<file path="config.mk">
export PLATFORM = sky130hd
export DESIGN_NAME = sinc4_decim
export DESIGN_NICKNAME = d
export VERILOG_FILES = /design/src/rtl/sinc4_pkg.sv /design/src/rtl/sinc4_integ.sv /design/src/rtl/sinc4_comb.sv /design/src/rtl/sinc4_fmt.sv /design/src/rtl/sinc4_decim.sv
export SDC_FILE = /design/constraint.sdc
export NUM_CORES = 1
export LEC_CHECK = 0
export CORE_ASPECT_RATIO = 0.5
export CORE_MARGIN = 5
export CORE_UTILIZATION = 65
export CTS_CLUSTER_SIZE = 16
export DETAILED_ROUTE_END_ITERATION = 10
export DONT_BUFFER_PORTS = 1
export MAX_ROUTING_LAYER = met4
export PLACE_DENSITY = 0.85
export SLEW_MARGIN = 10
export SYNTH_ARGS = -nofsm -noshare
export SYNTH_HDL_FRONTEND = slang
export SYNTH_HIERARCHICAL = 1
export SYNTH_SLANG_ARGS = --single-unit
</file>
<file path="constraint.sdc">
create_clock -name clk -period 25.3 [get_ports clk]
set_input_delay 2.53 -clock clk [delete_from_list [all_inputs] [get_ports clk]]
set_output_delay 2.53 -clock clk [all_outputs]
set_load 0.02 [all_outputs]
</file>
<file path="src/rtl/sinc4_pkg.sv">
package sinc4_pkg;
    typedef enum logic {
        RUN_ONESHOT = 1'b0,
        RUN_FREE    = 1'b1
    } run_mode_e;
endpackage

</file>
<file path="src/rtl/sinc4_integ.sv">
// Cascade of running sums at the modulator rate; wraparound arithmetic.
module sinc4_integ #(
    parameter int ORDER = 4,
    parameter int W     = 10
) (
    input  logic         clk,
    input  logic         rst_n,
    input  logic         clr,
    input  logic         step,
    input  logic         bit_in,
    output logic [W-1:0] tail_nx
);
    typedef struct packed {
        logic [ORDER-1:0][W-1:0] acc;
    } integ_st_t;

    integ_st_t    st_q, st_d;
    logic [W-1:0] nx [ORDER];

    always_comb begin
        nx[0] = st_q.acc[0] + (bit_in ? W'(1) : {W{1'b1}});
        for (int k = 1; k < ORDER; k++) begin
            nx[k] = st_q.acc[k] + nx[k-1];
        end
        st_d = st_q;
        if (clr) begin
            st_d.acc = '0;
        end else if (step) begin
            for (int k = 0; k < ORDER; k++) begin
                st_d.acc[k] = nx[k];
            end
        end
    end

    always_ff @(posedge clk or negedge rst_n) begin
        if (!rst_n) st_q <= '0;
        else        st_q <= st_d;
    end

    assign tail_nx = nx[ORDER-1];
endmodule

</file>
<file path="src/rtl/sinc4_comb.sv">
// Difference stages at the decimated rate; output is combinational.
module sinc4_comb #(
    parameter int ORDER = 4,
    parameter int W     = 10
) (
    input  logic         clk,
    input  logic         rst_n,
    input  logic         clr,
    input  logic         load,
    input  logic [W-1:0] din,
    output logic [W-1:0] dout
);
    typedef struct packed {
        logic [ORDER-1:0][W-1:0] dly;
    } comb_st_t;

    comb_st_t     st_q, st_d;
    logic [W-1:0] stage [ORDER+1];

    always_comb begin
        stage[0] = din;
        for (int k = 0; k < ORDER; k++) begin
            stage[k+1] = stage[k] - st_q.dly[k];
        end
        st_d = st_q;
        if (clr) begin
            st_d.dly = '0;
        end else if (load) begin
            for (int k = 0; k < ORDER; k++) begin
                st_d.dly[k] = stage[k];
            end
        end
    end

    always_ff @(posedge clk or negedge rst_n) begin
        if (!rst_n) st_q <= '0;
        else        st_q <= st_d;
    end

    assign dout = stage[ORDER];
endmodule

</file>
<file path="src/rtl/sinc4_fmt.sv">
// Rescale full-precision value so that 2^FS_LOG2 maps to 2^(OUT_W-1), then clamp.
module sinc4_fmt #(
    parameter int W       = 10,
    parameter int FS_LOG2 = 8,
    parameter int OUT_W   = 24
) (
    input  logic [W-1:0]     din,
    output logic [OUT_W-1:0] dout
);
    localparam int SHR = FS_LOG2 - (OUT_W - 1);
    localparam int LSH = (SHR < 0) ? -SHR : 0;
    localparam int RSH = (SHR > 0) ? SHR : 0;
    localparam int XW  = W + LSH;

    logic signed [XW-1:0] wide;

    generate
        if (LSH > 0) begin : g_up
            assign wide = $signed({{LSH{din[W-1]}}, din}) <<< LSH;
        end else begin : g_down
            assign wide = $signed(din) >>> RSH;
        end
    endgenerate

    logic [XW-OUT_W:0] head;
    assign head = wide[XW-1:OUT_W-1];

    always_comb begin
        if (head == '0 || head == '1) begin
            dout = wide[OUT_W-1:0];
        end else if (wide[XW-1]) begin
            dout = {1'b1, {(OUT_W-1){1'b0}}};
        end else begin
            dout = {1'b0, {(OUT_W-1){1'b1}}};
        end
    end
endmodule

</file>
<file path="src/rtl/sinc4_decim.sv">
module sinc4_decim #(
    parameter int DEC_LOG2 = 11,
    parameter int ORDER    = 4,
    parameter int OUT_W    = 24
) (
    input  logic             clk,
    input  logic             rst_n,
    input  logic             mod_ce,
    input  logic             mod_bit,
    input  logic             run_mode,
    input  logic             restart,
    output logic             res_valid,
    output logic [OUT_W-1:0] res_data
);
    import sinc4_pkg::*;

    localparam int FS_LOG2 = ORDER * DEC_LOG2;
    localparam int W       = FS_LOG2 + 2;
    localparam int SW      = $clog2(ORDER);

    typedef struct packed {
        logic [DEC_LOG2-1:0] phase;
        logic [SW-1:0]       settle;
        logic                valid;
        logic [OUT_W-1:0]    data;
    } ctl_st_t;

    ctl_st_t          st_q, st_d;
    logic             take, dec, emit, clr_all;
    logic [W-1:0]     integ_tail, comb_out;
    logic [OUT_W-1:0] fmt_out;
    run_mode_e        mode;

    assign mode = run_mode_e'(run_mode);

    always_comb begin
        take    = mod_ce && !restart;
        dec     = take && (st_q.phase == '1);
        emit    = dec && (st_q.settle == SW'(ORDER - 1));
        clr_all = restart || (emit && mode == RUN_ONESHOT);

        st_d       = st_q;
        st_d.valid = emit;
        if (emit) st_d.data = fmt_out;
        if (clr_all) begin
            st_d.phase  = '0;
            st_d.settle = '0;
        end else begin
            if (take) st_d.phase = st_q.phase + 1'b1;
            if (dec && st_q.settle != SW'(ORDER - 1)) st_d.settle = st_q.settle + 1'b1;
        end
    end

    always_ff @(posedge clk or negedge rst_n) begin
        if (!rst_n) st_q <= '0;
        else        st_q <= st_d;
    end

    sinc4_integ #(.ORDER(ORDER), .W(W)) u_integ (
        .clk(clk), .rst_n(rst_n), .clr(clr_all), .step(take),
        .bit_in(mod_bit), .tail_nx(integ_tail)
    );

    sinc4_comb #(.ORDER(ORDER), .W(W)) u_comb (
        .clk(clk), .rst_n(rst_n), .clr(clr_all), .load(dec),
        .din(integ_tail), .dout(comb_out)
    );

    sinc4_fmt #(.W(W), .FS_LOG2(FS_LOG2), .OUT_W(OUT_W)) u_fmt (
        .din(comb_out), .dout(fmt_out)
    );

    assign res_valid = st_q.valid;
    assign res_data  = st_q.data;
endmodule

</file>
==> run summary <==
### GRT
• 29900 — via count of the first global-routing pass
• 28.5% — GRT Overall Usage
• 0 — total global routing overflow
• 407 — maximum number of pins on one net before global-route repair
• 147000 um — global-route wire length before repair
• 0 — number of antenna violations at the first check in global routing

### STA
• false — setup repair after global routing missed its margin
• 18.2 ps — worst clock skew
• 0 — final hold vios
• 0 — max-slew violations
• 0 ps — final total negative setup slack
• 74.0% — crit share post-route
• 32.1% — Max transition margin
• 1020 ps — measured slew at the worst slew-check pin
• 0 — count of endpoints failing setup in the final report
• 53.4 MHz — maximum clock rate
• 18730 ps — final critical-path required period

### Critical path
• nor2b_4 — slowest cell on the critical path
• 710 ps — highest cell delay on the worst timing path
• compound AO/OA/AOI/OAI gates — Worst path top cell family by delay
• 25750 ps — Crit path required time
• input pin — CP Launch Type
• 72 — count of cells along the worst register-to-register path
• register — crit end category
• input pin to register — type of the worst setup path
• 3 — Crit path buffers/inverters
• 19180 ps — critical path arrival
• 74 — instance count on the critical path
• 46 — critical-path maximum fanout
• ha_1 — Most Frequent Cell on Critical Path

### Detailed routing
• 87200 um — final wirelength
• 4160 um — met3 WL
• 0 — remaining antenna violation count
• 17.6 um — average wire per standard cell
• 6.23 — via density per instance
• 39400 um — total length of routed met2 wires
• met4 — highest signal layer in the routed design
• 2768 — Iteration-0 DRC Markers
• 41900 um — met1 wire length
• 0 — DR DRC count
• 7 — iteration count of the initial detailed-routing pass
• 30900 — Vias

### Floorplanning
• 61 — row cnt
• 65.9% — effective utilization at floorplan
• 346 um — Die Span X
• 31 — I/O pin count
• 61600 um^2 — area of the die
• 178 um — vertical die dimension
• 55700 um^2 — area of the placeable core

### Synth
• 4687 — Net Count, Synth
• 8.53 um^2 — post-synthesis average cell area
• 36700 um^2 — area of the mapped netlist
• 4300 — Post-Syn Instances
• 6 — synthesis warning total

### Clock network
• 42 — number of buffers created by CTS
• clkbuf_16 — Root Driver
• 406 — CTS sink count
• yes — CTS tree
• 0 — PostCTS Resize Cnt
• 0 — quantity of hold-fixing buffers added after cts
• 570 ps — later-pin clock latency in the skew report
• 60 ps — post-CTS clock slew at the launch and capture registers of the worst setup and hold paths
• 2 — H-tree depth reported by CTS
• 3 — number of buffers on the longest clock path
• 0 — number of setup buffers added after CTS

### Placement
• 63500 um — HPWL after detailed placement
• 0.985 — final weighted congestion in routability-driven placement
• 0 — Port Buf Inserts
• 36900 um^2 — Placed Instance Area

### Flow run
• 0 — Max-cap violations

### Finish
• 4.26% — fraction of layout instances using a drive strength above 1
• 38300 um^2 — Final Cell Area
• 0 — diode count
• 4285 — count of filler cells inserted in the layout
• 4.38% — Syn-to-layout area delta
• 4563 — nets@finish

### Outcome
• complete, no violations — status

### Min path
• register to register — path category of the worst min-delay check
• 1 — depth of the worst hold-timing path

-- path summary, 6_finish.rpt --
path | start | to | slack, ps
max | mod_bit | res_data[10] | 6570
min | u_integ/st_q[177] | u_integ/st_q[177] | 510
max reg2reg | u_integ/st_q[0] | res_data[10] | 8500
min reg2reg | u_integ/st_q[177] | u_integ/st_q[177] | 510
max in group asynchronous | rst_n | res_valid | 22900
min in group asynchronous | rst_n | u_integ/st_q[6] | 1670
-- worst register-to-register path: cells and delay by family (launching register included) --
kind	cells	cell delay, ps
AO/OA/AOI/OAI	28	5400
XOR/XNOR	9	1680
adder cells (fa/ha/maj)	9	3830
buffers and inverters	1	120
flip-flops	1	470
multiplexers	1	320
AND/OR/NAND/NOR	24	4910
-- state kept, by name, indices dropped and copies added (netlist names) --
signal / flops
res_data: 24
res_valid: 1
st_q: 13
u_comb/st_q: 184
u_integ/st_q: 184
-- cell usage in the layout, fill, tap and decap left out, types with 54 or more instances in the layout --
cell / n
nor2_1: 522
nand3_1: 71
mux2i_1: 305
o21bai_1: 54
xnor2_1: 222
o21ai_0: 132
nand2_1: 208
dfrtp_1: 406
inv_1: 311
a21o_1: 219
ha_1: 373
nand4_1: 56
nor2b_1: 54
xor2_1: 109
a21oi_1: 353
-- metal layers --
metal,vias to the layer above,GRT usage [%]
met5,-,-
met4,0,6.28
met3,143,3.02
met2,897,46.1
met1,14800,39.4
li1,15100,-
-- final cells by class --
class	count	area [um^2]	share of cell area, %
Tap cell	756	946	2.47
Clock buffer	55	1190	3.11
Clock inverter	19	165	0.431
Timing Repair Buffer	17	128	0.333
Inverter	311	1170	3.05
Multi-Input combinational cell	3398	24500	64.1
Sequential cell	406	10200	26.5
-- stage by stage --
step	instances	utilization, %	setup slack (ps)	hold slack (ps)
2_1_floorplan	4300	-	8310	473
3_3_place_gp	4888	66.3	6930	490
3_5_place_dp	4888	66.3	6250	488
4_1_cts	4962	68.7	6790	510
5_1_grt	4962	68.7	5240	519
6_report	4962	68.7	6570	510
Power is left out: the tool's default activity adds up to more than one toggle a clock period on the data nets, which glitch-free logic cannot reach.
